===== config.mk =====
export PLATFORM = sky130hd
export DESIGN_NAME = dual_pport
export DESIGN_NICKNAME = d
export VERILOG_FILES = /design/src/rtl/pport_pkg.sv /design/src/rtl/pport_decode.sv /design/src/rtl/pport_port.sv /design/src/rtl/dual_pport.sv
export SDC_FILE = /design/constraint.sdc
export NUM_CORES = 1
export LEC_CHECK = 0
export ABC_CLOCK_PERIOD_IN_PS = 1800
export BUFFER_PORTS_ARGS = -buffer_cell sky130_fd_sc_hd__buf_2
export CORE_MARGIN = 2
export CORE_UTILIZATION = 45
export CTS_BUF_LIST = sky130_fd_sc_hd__clkbuf_16
export CTS_CLUSTER_DIAMETER = 120
export CTS_CLUSTER_SIZE = 28
export DETAILED_ROUTE_END_ITERATION = 10
export HOLD_SLACK_MARGIN = 0.05
export MAX_ROUTING_LAYER = met4
export PLACE_DENSITY = 0.86
export SYNTH_ARGS = -nofsm -noshare
export SYNTH_HDL_FRONTEND = slang
export SYNTH_HIERARCHICAL = 1
export SYNTH_SLANG_ARGS = --single-unit
export TNS_END_PERCENT = 50

===== constraint.sdc =====
create_clock -name clk -period 1.8 [get_ports clk]
set_input_delay 0.27 -clock clk [delete_from_list [all_inputs] [get_ports clk]]
set_output_delay 0.27 -clock clk [all_outputs]
set_load 0.01 [all_outputs]

===== src/rtl/pport_pkg.sv =====
package pport_pkg;
  localparam int PORT_W  = 8;
  localparam int SEL_W   = 4;
  localparam int NUM_REG = 4;

  // Offsets whose order is visible to software
  localparam logic [SEL_W-1:0] OFS_B_DATA = 4'h0;
  localparam logic [SEL_W-1:0] OFS_A_DATA = 4'h1;
  localparam logic [SEL_W-1:0] OFS_B_DIR  = 4'h2;
  localparam logic [SEL_W-1:0] OFS_A_DIR  = 4'h3;
  localparam logic [SEL_W-1:0] OFS_CTL    = 4'hC;

  // Per-bit merge of driven value and sampled pin, chosen by direction
  function automatic logic [PORT_W-1:0] port_readback(
    input logic [PORT_W-1:0] drive_q,
    input logic [PORT_W-1:0] dir_q,
    input logic [PORT_W-1:0] pin_lvl
  );
    return (drive_q & dir_q) | (pin_lvl & ~dir_q);
  endfunction

  function automatic logic chip_enabled(input logic hi, input logic lo_n);
    return hi & ~lo_n;
  endfunction
endpackage


===== src/rtl/pport_decode.sv =====
module pport_decode
  import pport_pkg::*;
#(
  parameter int SW = SEL_W,
  parameter int NR = NUM_REG
) (
  input  logic          clk,
  input  logic          rst_n,
  input  logic          cs_hi,
  input  logic          cs_lo_n,
  input  logic          rd_wr_n,
  input  logic [SW-1:0] reg_sel,
  output logic          chip_sel,
  output logic          rd_en,
  output logic [NR-1:0] wr_stb,
  output logic          impl_hit,
  output logic          ctl_sel
);
  logic wr_en;

  assign chip_sel = chip_enabled(cs_hi, cs_lo_n);
  assign rd_en    = chip_sel & rd_wr_n;
  assign wr_en    = chip_sel & ~rd_wr_n;
  assign impl_hit = (reg_sel < SW'(NR));
  assign ctl_sel  = chip_sel & (reg_sel == OFS_CTL);

  for (genvar g = 0; g < NR; g++) begin : g_stb
    assign wr_stb[g] = wr_en & (reg_sel == SW'(g));
  end

  assert_stb_onehot_R2: assert property (@(posedge clk) disable iff (!rst_n)
    $onehot0(wr_stb));

  assert_ctl_needs_cs_R8: assert property (@(posedge clk) disable iff (!rst_n)
    ctl_sel |-> (cs_hi && !cs_lo_n));

  assert_no_stb_deselected_R1: assert property (@(posedge clk) disable iff (!rst_n)
    !(cs_hi && !cs_lo_n) |-> (wr_stb == '0));
endmodule


===== src/rtl/pport_port.sv =====
module pport_port
  import pport_pkg::*;
#(
  parameter int W = PORT_W
) (
  input  logic         clk,
  input  logic         rst_n,
  input  logic         data_we,
  input  logic         dir_we,
  input  logic [W-1:0] wdata,
  input  logic [W-1:0] pin_in,
  output logic [W-1:0] pin_out,
  output logic [W-1:0] pin_oe,
  output logic [W-1:0] data_rd,
  output logic [W-1:0] dir_rd
);
  logic [W-1:0] drive_q;
  logic [W-1:0] dir_q;

  always_ff @(posedge clk or negedge rst_n) begin
    if (!rst_n) begin
      drive_q <= '0;
      dir_q   <= '0;
    end else begin
      if (data_we) drive_q <= wdata;
      if (dir_we)  dir_q   <= wdata;
    end
  end

  assign pin_out = drive_q;
  assign pin_oe  = dir_q;
  assign dir_rd  = dir_q;
  assign data_rd = port_readback(drive_q, dir_q, pin_in);

  assert_data_hold_R2: assert property (@(posedge clk) disable iff (!rst_n)
    !data_we |=> $stable(pin_out));

  assert_dir_hold_R3: assert property (@(posedge clk) disable iff (!rst_n)
    !dir_we |=> $stable(pin_oe));

  assert_reset_clear_R6: assert property (@(posedge clk)
    !rst_n |-> (pin_out == '0 && pin_oe == '0));

  for (genvar b = 0; b < W; b++) begin : g_chk
    always_comb begin
      if (rst_n) begin
        assert_bit_mix_R5: assert (dir_q[b] ? (data_rd[b] == pin_out[b])
                                            : (data_rd[b] == pin_in[b]));
      end
    end
  end
endmodule


===== src/rtl/dual_pport.sv =====
module dual_pport
  import pport_pkg::*;
#(
  parameter int W  = PORT_W,
  parameter int SW = SEL_W
) (
  input  logic          clk,
  input  logic          rst_n,
  input  logic          cs_hi,
  input  logic          cs_lo_n,
  input  logic          rd_wr_n,
  input  logic [SW-1:0] reg_sel,
  input  logic [W-1:0]  wdata,
  output logic [W-1:0]  rdata,
  input  logic [W-1:0]  a_pin_in,
  output logic [W-1:0]  a_pin_out,
  output logic [W-1:0]  a_pin_oe,
  input  logic [W-1:0]  b_pin_in,
  output logic [W-1:0]  b_pin_out,
  output logic [W-1:0]  b_pin_oe,
  output logic          ctl_sel
);
  localparam int NR = NUM_REG;

  logic          chip_sel, rd_en, impl_hit;
  logic [NR-1:0] wr_stb;
  logic [W-1:0]  a_data_rd, a_dir_rd, b_data_rd, b_dir_rd;
  logic [W-1:0]  reg_view;

  pport_decode #(.SW(SW), .NR(NR)) u_dec (
    .clk(clk), .rst_n(rst_n), .cs_hi(cs_hi), .cs_lo_n(cs_lo_n),
    .rd_wr_n(rd_wr_n), .reg_sel(reg_sel), .chip_sel(chip_sel),
    .rd_en(rd_en), .wr_stb(wr_stb), .impl_hit(impl_hit), .ctl_sel(ctl_sel)
  );

  pport_port #(.W(W)) u_port_a (
    .clk(clk), .rst_n(rst_n),
    .data_we(wr_stb[OFS_A_DATA]), .dir_we(wr_stb[OFS_A_DIR]),
    .wdata(wdata), .pin_in(a_pin_in), .pin_out(a_pin_out), .pin_oe(a_pin_oe),
    .data_rd(a_data_rd), .dir_rd(a_dir_rd)
  );

  pport_port #(.W(W)) u_port_b (
    .clk(clk), .rst_n(rst_n),
    .data_we(wr_stb[OFS_B_DATA]), .dir_we(wr_stb[OFS_B_DIR]),
    .wdata(wdata), .pin_in(b_pin_in), .pin_out(b_pin_out), .pin_oe(b_pin_oe),
    .data_rd(b_data_rd), .dir_rd(b_dir_rd)
  );

  always_comb begin
    unique case (reg_sel[1:0])
      OFS_B_DATA[1:0]: reg_view = b_data_rd;
      OFS_A_DATA[1:0]: reg_view = a_data_rd;
      OFS_B_DIR[1:0]:  reg_view = b_dir_rd;
      default:         reg_view = a_dir_rd;
    endcase
  end

  assign rdata = (rd_en && impl_hit) ? reg_view : '0;

  assert_rd_zero_on_write_R9: assert property (@(posedge clk) disable iff (!rst_n)
    (chip_sel && !rd_wr_n) |-> (rdata == '0));

  assert_rd_zero_unimpl_R7: assert property (@(posedge clk) disable iff (!rst_n)
    !impl_hit |-> (rdata == '0));

  assert_rd_zero_deselected_R1: assert property (@(posedge clk) disable iff (!rst_n)
    !chip_sel |-> (rdata == '0));
endmodule


Yosys cells after proc, flatten, opt, wreduce, memory -nomap -nowiden
Cells that the tools add are included. Widths: inputs -> output; s select.

Flip-flop bits (word level): 32. Input port bits: 33. Logic and storage cells: 34.

Eq/ne operators: 6. Bitwise operators: 18. Order comparisons: 1. Reductions and logical operators: 3. Multiplexer cells: 2.

Operators with widths (number): $and 8x8->8 (4); $pmux 8 s3 (1); $not 8->8 (2); $or 8x8->8 (2); $and 1x1->1 (8); $eq 4x2->1 const B (2); $mux 8 (1); $eq 4x1->1 const B (1); $eq 4x4->1 const B (1); $logic_not 4->1 (1); $lt 4x3->1 const B (1); $eq 2x1->1 const B (1); $eq 2x2->1 const B (1); $logic_not 2->1 (1); $not 1->1 (2); $logic_and 1x1->1 (1).

Logic depth before layout (Yosys ltp)
Gate-level depths: netlist of run 1.

Word-level depth: 5. Depth in mapped cells: 5.

Modules after synthesis
The synthesis of run 1 kept the hierarchy.

By module, submodules not included: pport_port (area each 813.3 um^2, cells an instance 50, instances 2); dual_pport (area each 254.0 um^2, cells an instance 28, instances 1); pport_decode (area each 81.3 um^2, cells an instance 13, instances 1).

Worst setup path before layout of run 1
No wires, ideal clock.

Kind: in2reg. Start: in reg_sel[3]. End: reg u_port_b.dir_q[0] (netlist: u_port_b/dir_rd[0]). Setup time: 125 ps. Data required time: 1675 ps. Path slack: 301 ps. Arrival time: 1374 ps. Stages on the path: 4. Cell sequence: or3_4 nor4_1 buf_6 mux2_4.

Longest elaborated chain between the ends: 2.

RTL lines: start: declaration (RTL line dual_pport.sv:12) `input logic [SW-1:0] reg_sel,`; $eq 4x2->1 (RTL line pport_decode.sv:28) `assign wr_stb[g] = wr_en & (reg_sel == SW'(g));`; $and 1x1->1 (RTL line pport_decode.sv:28); via wr_stb[2] (RTL line dual_pport.sv:26) `logic [NR-1:0] wr_stb;`; end signal: assignment (RTL line pport_port.sv:26) `if (dir_we) dir_q <= wdata;`; end: declaration (RTL line pport_port.sv:18) `logic [W-1:0] dir_q;`.

The timed path passes the listed nets, and every way through them passes these cells. A chain may end at the register's enable or synchronous reset.

Final worst setup path of run 1
Start: reg u_port_a.dir_q[0] (netlist: u_port_a/dir_rd[0]). End: out rdata[0].

Longest elaborated chain between the ends: 5. Elaborated cells between the ends (all ways): 6.

RTL lines: start: declaration (RTL line pport_port.sv:18); start signal: assignment (RTL line pport_port.sv:26); $not 8->8 (RTL line pport_pkg.sv:19) `return (drive_q & dir_q) | (pin_lvl & ~dir_q);`; $and 8x8->8 (RTL line pport_pkg.sv:19); $or 8x8->8 * (RTL line pport_pkg.sv:19); via a_data_rd[0] (RTL line dual_pport.sv:27) `logic [W-1:0] a_data_rd, a_dir_rd, b_data_rd, b_dir_rd;`; $pmux 8 s3 * (RTL line dual_pport.sv:51) `unique case (reg_sel[1:0])`; $mux 8 * (RTL line dual_pport.sv:59) `assign rdata = (rd_en && impl_hit) ? reg_view : '0;`; end: declaration (RTL line dual_pport.sv:14) `output logic [W-1:0] rdata,`.

The timed path passes the listed nets; every way through them passes the cells marked *.

==> flow_metrics.tcl, run 1 <==
set metrics [dict create \
    run_status "finished clean" \
    cts.repair_timing.setup_buffer_count 0 \
    timing.fmax_mhz 591 \
    routed_via_density 5.26 \
    power.density_cell_area_mw_per_mm2 949 \
    via_count_of_the_first_global_routing_pass 1391 \
    design.die.area_mm2 0.00490 \
    cap_viol_max_count 0 \
    detailroute.via_count 1398 \
    drtAntennaViolNets 0 \
    number_of_distinct_library_cells_after_synthesis 19 \
    initial_antenna_violation_count 0 \
    cp_cell_sequence "mux2_2, mux2i_1, o22ai_1, buf_2" \
    final.period_utilization_pct 94.0 \
    clk_transition_reported_paths_ps 50 \
    crit_path_max_fanout 4 \
    detail_route.wirelength_mm 4.41 \
    die_height_um 70.0 \
    timing.clock.skew_ps 0 \
    synth_area_per_cell_um2 13.9 \
    detailedPlace.worstSlack_ps 76.8 \
    global_route_wire_length_before_repair_mm 7.10 \
    port-buffer-count 73 \
    report.final.slew_viol_count 0 \
    clk_path_buf_depth 2 \
    power.static_leakage_nw 1.32 \
    tns_ps 0 \
    fillCellCount 352 \
    grt_setup_unrepaired "no" \
    ir_worst_vdd_uv 467 \
    syn-num-nets 174 \
    worst-endpoint-arrival_ps 1420 \
    path_class "flip-flop to output pin" \
    postSynthCellCount 141 \
    die_w_um 70.0 \
    nets 246 \
    cts-htree-levels 2 \
    critical_path_buf_inv_count 1 \
    post_route_cells_drive_above_1_share_pct 69.2 \
    fp.coreArea_mm2 0.00426 \
    netlist_top_cells_area "dfrtp_1 41%, mux2_4 24%, mux2_2 9.2%" \
    grt_use_total_pct 19.7 \
    numCtsBuffers 5 \
    holdCritPathClass "primary input to asynchronous set/reset pin" \
    timing.slew.headroom_pct 52.6 \
    postLayoutSetupSlackWorst_ps 108 \
    post-route-min-period_ps 1690 \
    crit_slowest_cell "dfrtp_1" \
    synthToLayoutAreaGrowth_pct 27.2 \
    post-dp-hpwl_mm 3.31 \
    globalplace.congestion 0.749 \
    worstSetupEndpointType "output pin" \
    floorplan.initialDensity_pct 46.0 \
    setup-violations-final 0 \
    synth-seq-cells 32 \
    cts_tree "built" \
    start_kind "flip-flop" \
    boundaryPins 74 \
    insertedDiodeCount 0 \
    ys_warn_count 6 \
    grt_start_max_net_pins 33 \
    cp_top_family "multiplexers" \
    drc 0 \
    grt_remaining_overflow 0 \
    worst_skew_pair.late_latency_ps 280 \
    cp.required_ps 1530 \
    post_synth_instance_area_mm2 0.00196 \
    critical_path.max_stage_delay_ps 400 \
    drt_iter0_drc 64 \
    tightest_slew_ps 712 \
    avgRoutedWirePerCell_um 16.6 \
    detailedRoute.firstPassIterationCount 4 \
    synth_area_leader_cell "dfrtp_1" \
    num_rows 24 \
    synth_top_area_share_pct 40.8 \
    post_cts_resize_count 0 \
    root_buffer "clkbuf_16" \
    yosysSeqAreaShare_pct 40.8 \
    hold_violations 0 \
    cts.sink_count 32 \
    cts_hold_buffers 0 \
]
## cell type report
type | count | area (um^2) | area share [%]
Timing Repair Buffer | 87 | 470 | 18.9
Sequential cell | 32 | 801 | 32.1
Inverter | 2 | 7.51 | 0.301
Tap cell | 52 | 65.1 | 2.61
Multi-Input combinational cell | 85 | 983 | 39.4
Clock inverter | 3 | 42.5 | 1.71
Clock buffer | 5 | 125 | 5.02
## path summary, 6_finish.rpt
check	cells past startpoint	endpoint	startpoint	slack (ps)
max	4	rdata[0]	u_port_a/dir_rd[0]$_DFFE_PN0P_	110
min	1	u_port_b/pin_out[7]$_DFFE_PN0P_	rst_n	40
max reg2reg	1	u_port_b/dir_rd[6]$_DFFE_PN0P_	u_port_b/dir_rd[6]$_DFFE_PN0P_	980
min reg2reg	1	u_port_b/pin_out[0]$_DFFE_PN0P_	u_port_b/pin_out[0]$_DFFE_PN0P_	540
max in group asynchronous	1	u_port_b/pin_out[5]$_DFFE_PN0P_	rst_n	1300
min in group clk	2	u_port_a/dir_rd[7]$_DFFE_PN0P_	wdata[7]	270
## sequential cells by signal (all words and copies together) (netlist names)
signal            count
u_port_b/dir_rd       8
u_port_a/dir_rd       8
u_port_a/pin_out      8
u_port_b/pin_out      8
## cell usage after synthesis, drive strengths merged
master	count
and2	1
buf	22
dfrtp	32
inv	2
mux2	48
mux2i	16
nand2	2
nand2b	1
nand3	1
nand3b	1
nor2	1
nor3	1
nor4	3
nor4b	1
o22ai	8
or3	1
## through the flow
| step | cells | utilization (%) | instance area [um^2] | hold slack [ps] | total power [mW] |
|---|---|---|---|---|---|
| 6_report | 266 | 58.5 | 2490 | 41.1 | 2.37 |
| 5_1_grt | 266 | 58.5 | 2490 | 101 | 2.46 |
| 4_1_cts | 266 | 58.5 | 2490 | 58.3 | 2.38 |
| 3_5_place_dp | 258 | 54.6 | 2330 | 356 | 1.42 |
| 3_3_place_gp | 258 | 54.6 | 2330 | 347 | 1.40 |
| 2_1_floorplan | 141 | - | 1960 | -25.6 | 1.28 |
## layer usage
| layer | part of all wire (%) | vias to the layer above | track usage, % |
|---|---|---|---|
| met5 | 0 | - | - |
| met4 | 1.8 | 0 | 8.76 |
| met3 | 5.4 | 7 | 3.32 |
| met2 | 45 | 55 | 27.6 |
| met1 | 48 | 695 | 28.1 |
| li1 | - | 641 | - |
## logic make-up (layout without fill, tap and decap cells)
kind of cell    after synthesis  count (layout)  share of synthesized area (%)
compound gates                8               8                           2.55
mux                          64              64                           41.8
simple gates                 13              13                           4.40
flops                        32              32                           40.8
buf+inv                      24              97                           10.4
## layout by cell type, fill, tap and decap left out, types with 2 or more instances in the layout
master,Yosys,routed
clkbuf_16,0,5
buf_4,16,14
dfrtp_1,32,32
nor4_2,0,2
buf_2,0,73
mux2i_1,16,16
o22ai_1,8,8
mux2_2,16,16
mux2_4,32,32
inv_1,2,2
nand2_1,2,2
## power breakdown
group | internal [mW] | total [mW] | switching (mW)
clock network | 0.649 | 0.958 | 0.310
registers | 0.816 | 0.916 | 0.0998
logic | 0.298 | 0.494 | 0.196
Power figures use the tool's default switching activity.
==> run 2: changes to the inputs <==
--- a/config.mk
+++ b/config.mk
@@ -7,7 +7,6 @@
 export LEC_CHECK = 0
 export ABC_CLOCK_PERIOD_IN_PS = 1800
 export BUFFER_PORTS_ARGS = -buffer_cell sky130_fd_sc_hd__buf_2
-export CORE_MARGIN = 2
 export CORE_UTILIZATION = 45
 export CTS_BUF_LIST = sky130_fd_sc_hd__clkbuf_16
 export CTS_CLUSTER_DIAMETER = 120
@@ -16,6 +15,7 @@
 export HOLD_SLACK_MARGIN = 0.05
 export MAX_ROUTING_LAYER = met4
 export PLACE_DENSITY = 0.86
+export REMOVE_ABC_BUFFERS = 1
 export SYNTH_ARGS = -nofsm -noshare
 export SYNTH_HDL_FRONTEND = slang
 export SYNTH_HIERARCHICAL = 1
==> flow_metrics.tcl, run 2 (synthesis results as in run 1) <==
set metrics [dict create \
    post_cts_resize_count 0 \
    layout.cells.most_common "buf_2" \
    timing.clock.skew_ps 0 \
    routed_via_density 5.18 \
    drc 0 \
    fillCellCount 333 \
    power.density_cell_area_mw_per_mm2 891 \
    power_switching_uw 581 \
    drtAntennaViolNets 0 \
    finalHoldWorstSlack_ps 47.4 \
    via_count_of_the_first_global_routing_pass 1348 \
    cts_tree "built" \
    total_power_mw 2.19 \
    share_seq_of_total_power_pct 41.9 \
    cp.required_ps 1530 \
    cts-htree-levels 2 \
    report.final.slew_viol_count 0 \
    crit_path_max_fanout 4 \
    insertedDiodeCount 0 \
    final.period_utilization_pct 95.2 \
    boundaryPins 74 \
    grt_start_max_net_pins 33 \
    grt_setup_unrepaired "no" \
    drt_iter0_drc 65 \
    detailedRoute.firstPassIterationCount 6 \
    die_w_um 68.0 \
    final-seq-area_um2 801 \
    global_route_wire_length_before_repair_mm 6.80 \
    design_area_mm2 0.00246 \
    run_status "finished clean" \
    worst_skew_pair.late_latency_ps 270 \
    setup-violations-final 0 \
    placed_cell_area_mm2 0.00232 \
    holdCritPathClass "primary input to asynchronous set/reset pin" \
    multiInputGateArea_um2 983 \
    tns_ps 0 \
    nets 246 \
    placed_cells 256 \
    cts.sink_count 32 \
    cap_viol_max_count 0 \
    swShare_pct 26.5 \
    num_rows 23 \
    final_cell_count_no_fill 264 \
    globalplace.congestion 0.815 \
    clk_transition_reported_paths_ps 50 \
    path_class "flip-flop to output pin" \
    power.static_leakage_nw 1.31 \
    post_route_cells_drive_above_1_share_pct 67.8 \
    layout.cells.most_common_list "73 x buf_2, 32 x mux2_4, 32 x dfrtp_1, 16 x mux2i_1, 16 x mux2_2" \
    design.die.area_mm2 0.00463 \
    worst-endpoint-arrival_ps 1440 \
    numCtsBuffers 5 \
    worstSetupEndpointType "output pin" \
    cts_hold_buffers 0 \
    pwr-share-clk_pct 35.7 \
    timing.fmax_mhz 583 \
    root_buffer "clkbuf_16" \
    clk_path_buf_depth 2 \
    start_kind "flip-flop" \
    floorplan.initialDensity_pct 48.0 \
    power_report.internal_total_mw 1.61 \
    port-buffer-count 73 \
    initial_antenna_violation_count 0 \
    detailroute.via_count 1367 \
    die_height_um 68.0 \
    ir_worst_vdd_uv 448 \
    cts.repair_timing.setup_buffer_count 0 \
    post-dp-hpwl_mm 3.30 \
    fp.coreArea_mm2 0.00409 \
    post-route-min-period_ps 1710 \
    avgRoutedWirePerCell_um 16.7 \
    grt_remaining_overflow 0 \
    synthToLayoutAreaGrowth_pct 25.4 \
    tightest_slew_ps 716 \
    detail_route.wirelength_mm 4.41 \
    timing.slew.headroom_pct 52.2 \
    grt_use_total_pct 21.7 \
    power.combinational.fraction_pct 22.4 \
    hold_violations 0 \
]
==> run 2: changes by cell type in the layout (fill, tap and decap cells not counted), sizes merged <==
cell,previous run,this run
clkinvlp,1,0
inv,2,4
bufinv,1,0
==> run 2: critical path, stage by stage, from the launching register on <==
cell     delay (ps)
dfrtp_1         400
mux2_2          350
mux2i_1         150
o22ai_1         110
buf_2           150
==> run 2: final cells by class <==
cell class / count / area share [%]
multi-input combinational: 85 / 40.0
sequential: 32 / 32.5
timing repair buffer: 87 / 19.1
clock buffer: 5 / 5.08
tap: 50 / 2.54
clock inverter: 3 / 0.458
inverter: 2 / 0.305
==> run 2: worst paths after layout <==
check	slack (ps)	to	depth (start not counted)	startpoint
worst min-delay path	50	u_port_b/dir_rd[1]$_DFFE_PN0P_	1	rst_n
worst max-delay path	90	rdata[2]	4	u_port_b/dir_rd[2]$_DFFE_PN0P_
worst max register to register	960	u_port_a/pin_out[4]$_DFFE_PN0P_	1	u_port_a/pin_out[4]$_DFFE_PN0P_
max in group asynchronous	1290	u_port_b/dir_rd[5]$_DFFE_PN0P_	1	rst_n
worst min register to register	530	u_port_b/pin_out[1]$_DFFE_PN0P_	1	u_port_b/pin_out[1]$_DFFE_PN0P_
min in group clk	270	u_port_b/dir_rd[6]$_DFFE_PN0P_	2	wdata[6]
==> run 2: metrics by stage <==
| step | setup slack (ps) | utilization, % |
|---|---|---|
| finish | 85.7 | 60.2 |
| global route | 1.56 | 60.2 |
| CTS | 77.6 | 60.2 |
| detailed placement | 90.0 | 56.9 |
| global placement | 137 | 56.9 |
| floorplan | -605 | - |
==> run 2: power by group through the flow <==
stage | registers, mW | clock network [mW] | logic [mW]
2_1_floorplan | 0.950 | 0 | 0.246
3_3_place_gp | 0.922 | 0 | 0.477
3_5_place_dp | 0.926 | 0 | 0.496
4_1_cts | 0.919 | 0.793 | 0.498
5_1_grt | 0.934 | 0.827 | 0.536
6_report | 0.918 | 0.783 | 0.492
==> run 2: layer usage <==
layer	vias to the layer above	track usage (%)	wire [um]
met5	-	-	0
met1	678	23.7	1790
li1	640	-	-
met4	0	9.11	61
met3	7	5.33	200
met2	42	37.5	2350
